### src/rtl/drt_pkg.sv
package drt_pkg;

  typedef enum logic [2:0] {
    PH_IDLE,
    PH_FILL,
    PH_HOLD,
    PH_RQ,
    PH_RSP,
    PH_TALLY
  } drt_phase_e;

  localparam int NUM_PASSES = 4;

  // bit 1 of the pass index: descending address order
  function automatic logic pass_is_down(input logic [1:0] p);
    return p[1];
  endfunction

  // bit 0 of the pass index: pattern bit
  function automatic logic pass_bit(input logic [1:0] p);
    return p[0];
  endfunction

endpackage

### src/rtl/drt_addr_gen.sv
module drt_addr_gen #(
  parameter int AW = 28
) (
  input  logic          clk,
  input  logic          rst_n,
  input  logic          load,
  input  logic          step,
  input  logic          down,
  input  logic [AW-1:0] lo,
  input  logic [AW-1:0] hi,
  output logic [AW-1:0] addr,
  output logic          at_end
);
  logic          down_q;
  logic [AW-1:0] addr_q;

  always_ff @(posedge clk or negedge rst_n) begin
    if (!rst_n) begin
      addr_q <= '0;
      down_q <= 1'b0;
    end else if (load) begin
      addr_q <= down ? hi : lo;
      down_q <= down;
    end else if (step) begin
      addr_q <= down_q ? addr_q - 1'b1 : addr_q + 1'b1;
    end
  end

  assign addr   = addr_q;
  assign at_end = down_q ? (addr_q == lo) : (addr_q == hi);

  AST_ADDR_RANGE: assert property (@(posedge clk) disable iff (!rst_n)
    (load || step) |=> (addr_q >= lo && addr_q <= hi));

  AST_STEP_MOVES: assert property (@(posedge clk) disable iff (!rst_n)
    (step && !load) |=> (addr_q != $past(addr_q)));

endmodule

### src/rtl/drt_hold_timer.sv
module drt_hold_timer #(
  parameter int CW = 32
) (
  input  logic          clk,
  input  logic          rst_n,
  input  logic          run,
  input  logic [CW-1:0] limit,
  output logic          expire
);
  logic [CW-1:0] cnt_q;
  logic [CW-1:0] last_tick;

  assign last_tick = (limit == '0) ? '0 : limit - 1'b1;
  assign expire    = run && (cnt_q == last_tick);

  always_ff @(posedge clk or negedge rst_n) begin
    if (!rst_n)      cnt_q <= '0;
    else if (!run)   cnt_q <= '0;
    else if (!expire) cnt_q <= cnt_q + 1'b1;
  end

  AST_TIMER_BOUND: assert property (@(posedge clk) disable iff (!rst_n)
    run |-> (cnt_q <= last_tick));

endmodule

### src/rtl/drt_err_accum.sv
module drt_err_accum #(
  parameter int DW = 256,
  parameter int EW = 32
) (
  input  logic          clk,
  input  logic          rst_n,
  input  logic          clear,
  input  logic          beat,
  input  logic [DW-1:0] rdata,
  input  logic          expect_one,
  output logic [EW-1:0] total
);
  localparam int PW = $clog2(DW + 1);

  function automatic logic [PW-1:0] ones_in(input logic [DW-1:0] v);
    logic [PW-1:0] c;
    c = '0;
    for (int i = 0; i < DW; i++) c = c + PW'(v[i]);
    return c;
  endfunction

  logic [PW-1:0] beat_errs;
  logic [EW:0]   sum;
  logic [EW-1:0] acc_q;

  assign beat_errs = ones_in(rdata ^ {DW{expect_one}});
  assign sum       = {1'b0, acc_q} + (EW+1)'(beat_errs);

  always_ff @(posedge clk or negedge rst_n) begin
    if (!rst_n)     acc_q <= '0;
    else if (clear) acc_q <= '0;
    else if (beat)  acc_q <= sum[EW] ? '1 : sum[EW-1:0];
  end

  assign total = acc_q;

  AST_ACC_MONO: assert property (@(posedge clk) disable iff (!rst_n)
    !clear |=> (acc_q >= $past(acc_q)));

  AST_SAT_STICK: assert property (@(posedge clk) disable iff (!rst_n)
    (acc_q == '1 && !clear) |=> (acc_q == '1));

  AST_IDLE_BEAT: assert property (@(posedge clk) disable iff (!rst_n)
    (!beat && !clear) |=> $stable(acc_q));

endmodule

### src/rtl/drt_seq.sv
module drt_seq
  import drt_pkg::*;
#(
  parameter int AW     = 28,
  parameter int DW     = 256,
  parameter int ERR_W  = 32,
  parameter int WAIT_W = 32,
  parameter int REP_W  = 8
) (
  input  logic              clk,
  input  logic              rst_n,
  input  logic              start,
  input  logic [AW-1:0]     cfg_base,
  input  logic [AW-1:0]     cfg_last,
  input  logic [WAIT_W-1:0] cfg_wait,
  input  logic [REP_W-1:0]  cfg_reps,
  output logic              wr_valid,
  input  logic              wr_ready,
  output logic [AW-1:0]     wr_addr,
  output logic [DW-1:0]     wr_data,
  output logic              rd_req_valid,
  input  logic              rd_req_ready,
  output logic [AW-1:0]     rd_req_addr,
  input  logic              rd_data_valid,
  output logic              rd_data_ready,
  input  logic [DW-1:0]     rd_data,
  output logic              busy,
  output logic              done,
  output logic              rep_valid,
  output logic [ERR_W-1:0]  rep_errors,
  output logic [REP_W-1:0]  reps_done
);
  drt_phase_e phase_q, phase_d;
  logic [1:0]        pass_q, pass_d;
  logic [AW-1:0]     base_q, last_q;
  logic [WAIT_W-1:0] wait_q;
  logic [REP_W-1:0]  reps_q, rep_cnt_q;
  logic [ERR_W-1:0]  rep_errors_q;
  logic              rep_valid_q, done_q;

  // named internal events
  logic wr_fire, rq_fire, rsp_fire;
  logic take_start, tally, addr_load, addr_step, last_rep;
  logic hold_expire, at_end;
  logic [AW-1:0]    cur_addr, lo_sel, hi_sel;
  logic [ERR_W-1:0] acc_total;
  logic [REP_W:0]   reps_eff, rep_next;

  assign wr_fire  = wr_valid && wr_ready;
  assign rq_fire  = rd_req_valid && rd_req_ready;
  assign rsp_fire = rd_data_valid && rd_data_ready;

  assign reps_eff = (reps_q == '0) ? (REP_W+1)'(1) : {1'b0, reps_q};
  assign rep_next = {1'b0, rep_cnt_q} + 1'b1;
  assign last_rep = (rep_next >= reps_eff);

  assign lo_sel = (phase_q == PH_IDLE) ? cfg_base : base_q;
  assign hi_sel = (phase_q == PH_IDLE) ? cfg_last : last_q;

  always_comb begin
    phase_d    = phase_q;
    pass_d     = pass_q;
    take_start = 1'b0;
    tally      = 1'b0;
    addr_load  = 1'b0;
    addr_step  = 1'b0;
    unique case (phase_q)
      PH_IDLE: if (start) begin
        take_start = 1'b1;
        pass_d     = 2'd0;
        phase_d    = PH_FILL;
        addr_load  = 1'b1;
      end
      PH_FILL: if (wr_fire) begin
        if (at_end) phase_d = PH_HOLD;
        else        addr_step = 1'b1;
      end
      PH_HOLD: if (hold_expire) begin
        phase_d   = PH_RQ;
        addr_load = 1'b1;
      end
      PH_RQ: if (rq_fire) phase_d = PH_RSP;
      PH_RSP: if (rsp_fire) begin
        if (!at_end) begin
          addr_step = 1'b1;
          phase_d   = PH_RQ;
        end else if (pass_q == 2'(NUM_PASSES - 1)) begin
          phase_d = PH_TALLY;
        end else begin
          pass_d    = pass_q + 1'b1;
          phase_d   = PH_FILL;
          addr_load = 1'b1;
        end
      end
      PH_TALLY: begin
        tally = 1'b1;
        if (last_rep) phase_d = PH_IDLE;
        else begin
          pass_d    = 2'd0;
          phase_d   = PH_FILL;
          addr_load = 1'b1;
        end
      end
      default: phase_d = PH_IDLE;
    endcase
  end

  always_ff @(posedge clk or negedge rst_n) begin
    if (!rst_n) begin
      phase_q      <= PH_IDLE;
      pass_q       <= '0;
      base_q       <= '0;
      last_q       <= '0;
      wait_q       <= '0;
      reps_q       <= '0;
      rep_cnt_q    <= '0;
      rep_errors_q <= '0;
      rep_valid_q  <= 1'b0;
      done_q       <= 1'b0;
    end else begin
      phase_q     <= phase_d;
      pass_q      <= pass_d;
      rep_valid_q <= tally;
      done_q      <= tally && last_rep;
      if (take_start) begin
        base_q       <= cfg_base;
        last_q       <= cfg_last;
        wait_q       <= cfg_wait;
        reps_q       <= cfg_reps;
        rep_cnt_q    <= '0;
        rep_errors_q <= '0;
      end else if (tally) begin
        rep_errors_q <= acc_total;
        rep_cnt_q    <= rep_cnt_q + 1'b1;
      end
    end
  end

  drt_addr_gen #(.AW(AW)) u_addr (
    .clk    (clk),
    .rst_n  (rst_n),
    .load   (addr_load),
    .step   (addr_step),
    .down   (pass_is_down(pass_d)),
    .lo     (lo_sel),
    .hi     (hi_sel),
    .addr   (cur_addr),
    .at_end (at_end)
  );

  drt_hold_timer #(.CW(WAIT_W)) u_hold (
    .clk    (clk),
    .rst_n  (rst_n),
    .run    (phase_q == PH_HOLD),
    .limit  (wait_q),
    .expire (hold_expire)
  );

  drt_err_accum #(.DW(DW), .EW(ERR_W)) u_acc (
    .clk        (clk),
    .rst_n      (rst_n),
    .clear      (take_start || tally),
    .beat       (rsp_fire),
    .rdata      (rd_data),
    .expect_one (pass_bit(pass_q)),
    .total      (acc_total)
  );

  assign wr_valid      = (phase_q == PH_FILL);
  assign wr_addr       = cur_addr;
  assign wr_data       = {DW{pass_bit(pass_q)}};
  assign rd_req_valid  = (phase_q == PH_RQ);
  assign rd_req_addr   = cur_addr;
  assign rd_data_ready = (phase_q == PH_RSP);
  assign busy          = (phase_q != PH_IDLE);
  assign done          = done_q;
  assign rep_valid     = rep_valid_q;
  assign rep_errors    = rep_errors_q;
  assign reps_done     = rep_cnt_q;

  AST_FILL_THEN_QUIET: assert property (@(posedge clk) disable iff (!rst_n)
    (wr_fire && at_end) |=> (!wr_valid && !rd_req_valid));

  AST_WR_HOLD: assert property (@(posedge clk) disable iff (!rst_n)
    (wr_valid && !wr_ready) |=> (wr_valid && $stable(wr_addr) && $stable(wr_data)));

  AST_RQ_HOLD: assert property (@(posedge clk) disable iff (!rst_n)
    (rd_req_valid && !rd_req_ready) |=> (rd_req_valid && $stable(rd_req_addr)));

  AST_START_IGNORED: assert property (@(posedge clk) disable iff (!rst_n)
    (busy && start) |=> ($stable(base_q) && $stable(last_q) && $stable(reps_q)));

  AST_DONE_PULSE: assert property (@(posedge clk) disable iff (!rst_n)
    done |=> !done);

  AST_DONE_NOT_BUSY: assert property (@(posedge clk) disable iff (!rst_n)
    done |-> !busy);

  AST_REPS_BOUND: assert property (@(posedge clk) disable iff (!rst_n)
    busy |-> ({1'b0, rep_cnt_q} < reps_eff));

endmodule

### config.mk
export PLATFORM = sky130hd
export DESIGN_NAME = drt_seq
export DESIGN_NICKNAME = d
export VERILOG_FILES = /design/src/rtl/drt_pkg.sv /design/src/rtl/drt_addr_gen.sv /design/src/rtl/drt_hold_timer.sv /design/src/rtl/drt_err_accum.sv /design/src/rtl/drt_seq.sv
export SDC_FILE = /design/constraint.sdc
export NUM_CORES = 1
export LEC_CHECK = 0
export BUFFER_PORTS_ARGS = -buffer_cell sky130_fd_sc_hd__buf_4
export CAP_MARGIN = 30
export CORE_AREA = 2 2 277 279
export DETAILED_ROUTE_END_ITERATION = 7
export DIE_AREA = 0 0 279 281
export GPL_ROUTABILITY_DRIVEN = 0
export GPL_TIMING_DRIVEN = 0
export HOLD_SLACK_MARGIN = 0.12
export PLACE_DENSITY_LB_ADDON = 0.1
export SETUP_SLACK_MARGIN = 0.4
export SLEW_MARGIN = 20
export SYNTH_ARGS = -nofsm -noshare
export SYNTH_HDL_FRONTEND = slang
export SYNTH_SLANG_ARGS = --single-unit
### constraint.sdc
create_clock -name clk -period 41.1 [get_ports clk]
set_clock_uncertainty 0.15 [all_clocks]
set_input_delay 8.22 -clock clk [delete_from_list [all_inputs] [get_ports clk]]
set_output_delay 8.22 -clock clk [all_outputs]
set_load 0.1 [all_outputs]
==> metrics.yaml <==
status: "finished clean"
tightest_slew_ns: 1.03
post-route-period-util_pct: 45.9
max_slew_margin_pct: 31.6
cpMaxStageDelayCell: "a41oi_1"
numCtsBuffers: 30
crit_cells: 38
io_pins: 716
cp-end-kind: "flip-flop"
drc: 0
finish.utilization_pct: 45.7
clock_latency_ns: 0.59
grt_max_degree: 94
grt_use_total_pct: 23.6
regToRegSetupSlack_ns: 27.65
synth_fp_nets: 3456
antenna_found_initial: 19
core_area_um2: 75400
synthArstFlopShare_pct: 100
synth_edf_count: 0
postCtsResizedCells: 0
postCtsSetupRepairBufs: 0
finalMaxSlewViolations: 0
grt_setup_unrepaired: "false"
synth.area.top_cells: "dfrtp_1, fa_1, buf_4, xor2_1, xnor2_1"
mappedNetlistArea_um2: 26600
nNetsFinal: 4224
avgSynthCellArea_um2: 9.61
holdCritPathClass: "flip-flop to flip-flop"
synth_cell_type_count: 82
antenna_left: 0
worstPathMaxFanout: 10
die-width_um: 279
viasPerCell: 4.99
critPathKind: "primary input to flip-flop"
path_clk_slew_ns: 0.06
hold_depth: 2
cap_violations: 0
cts_root_buffer: "clkbuf_16"
synth_ff_type: "dfrtp_1"
cts_buffer_depth: 3
path_delay_family: "adder cells"
cp.required_ns: 41.43
initial_core_util_pct: 35.2
die_area_um2: 78400
fmax_ghz: 0.0530
dp_hpwl_um: 79200
yosysSeqAreaShare_pct: 22.2
dr.pass1.iters: 7
core.rowCount: 101
setup_violations: 0
cp_num_buf_inv: 10
whs_ns: 0.375
final_cell_mix: "buf_4, inv_1, fa_1, dfrtp_1, nand2_1"
wire_per_inst_um: 21.0
drt-initial-drc-count: 1400
io_buffer_count: 715
crit_top_cell: "fa_1"
cts_tree: "done"
yosys.area.top_type: "dfrtp_1"
area_delta_synth_final_pct: 29.8
htreeDepth: 1
ys_ff_latch: 236
crit_arrival_ns: 19.22
fin_tns_setup_ns: 0
start_kind: "primary input"
hold_viol: 0
cts_sinks: 236
layout-drive-gt1-share_pct: 35.3
die_y_um: 281
yosysTopAreaCellShare_pct: 22.2
grt_pass1_wl_um: 142000
grt_pass1_vias: 23500
overflow: 0
cts_hold_buf: 0
yosysWarnings: 0
synthCells: 2768
routed_wl_um: 95500
post-route-min-period_ns: 18.88
vias: 22700
r2r_cells: 41
layout_setup_ws_ns: 22.22
dp_slack_ns: 21.55
final_common_cell: "buf_4"
cpPeakStageDelay_ns: 0.66
synth_stat cells, drive strengths merged (28+ instances only):
cell type,number
nand3,43
fa,244
buf,340
nand2,197
nor3,36
nand4,31
dfrtp,236
mux2,112
mux4,28
a21oi,116
xor2,190
ha,86
inv,262
nor2,111
clkbuf,73
xnor2,165
mux2i,47
o21ai,81
per-stage QoR:
stage,cells,instance area (um^2)
after floorplan,2768,26600
after global placement,4461,33200
after detailed placement,4477,33500
after CTS,4530,34400
after global routing,4545,34500
final,4545,34500
cell families after synthesis:
family	after synthesis	share of synthesized area (%)
XOR/XNOR	356	11.8
AND/OR/NAND/NOR	586	11.2
buffers and inverters	677	13.8
flip-flops	236	22.2
multiplexers	187	8.88
AO/OA/AOI/OAI	396	9.71
adder cells (fa/ha/maj)	330	22.4
sequential cells by signal, summed over array words and instances, names as in the netlist:
register,count
rep_errors,32
u_acc.total,32
u_hold.cnt_q,32
wait_q,32
base_q,28
last_q,28
u_addr.addr,28
reps_done,8
reps_q,8
phase_q,3
pass_q,2
done,1
rep_valid,1
u_addr.down_q,1
worst register-to-register path: cells and delay by family (launching register included):
| kind | cells | cell delay (ns) |
|---|---|---|
| and+or+nand+nor | 5 | 0.70 |
| AOI/OAI and AO/OA | 8 | 1.88 |
| adders and majority gates | 14 | 6.81 |
| DFF | 1 | 0.62 |
| buffers and inverters | 13 | 2.81 |
| xor gates and xnor gates | 1 | 0.40 |
per-layer routing:
layer | track usage [%] | vias up | part of all wire, %
met2 | 40.6 | 798 | 50
li1 | - | 10600 | -
met5 | 0 | - | 0.11
met3 | 4.29 | 136 | 6.3
met4 | 6.99 | 18 | 2.6
met1 | 30.3 | 11100 | 41
layout make-up:
cell class	count	area [um^2]
Fill cell	7315	40900
Multi-Input combinational cell	1855	17000
Sequential cell	236	5910
Timing Repair Buffer	736	5700
Buffer	413	2690
Tap cell	978	1220
Inverter	264	991
Clock buffer	44	873
Clock inverter	9	85.1
Antenna cell	10	25.0
path summary, 6_finish.rpt:
path | startpoint | endpoint
min reg2reg | rep_errors[18] | rep_errors[18]
max reg2reg | pass_q[0] | u_acc.total[8]
max | rd_data[108] | u_acc.total[8]
max in group asynchronous | rst_n | rep_errors[17]
min in group asynchronous | rst_n | base_q[10]
min | rep_errors[18] | rep_errors[18]
Power is not shown: default switching activity piles up to over one toggle a cycle in this logic, so the estimate is an artifact.
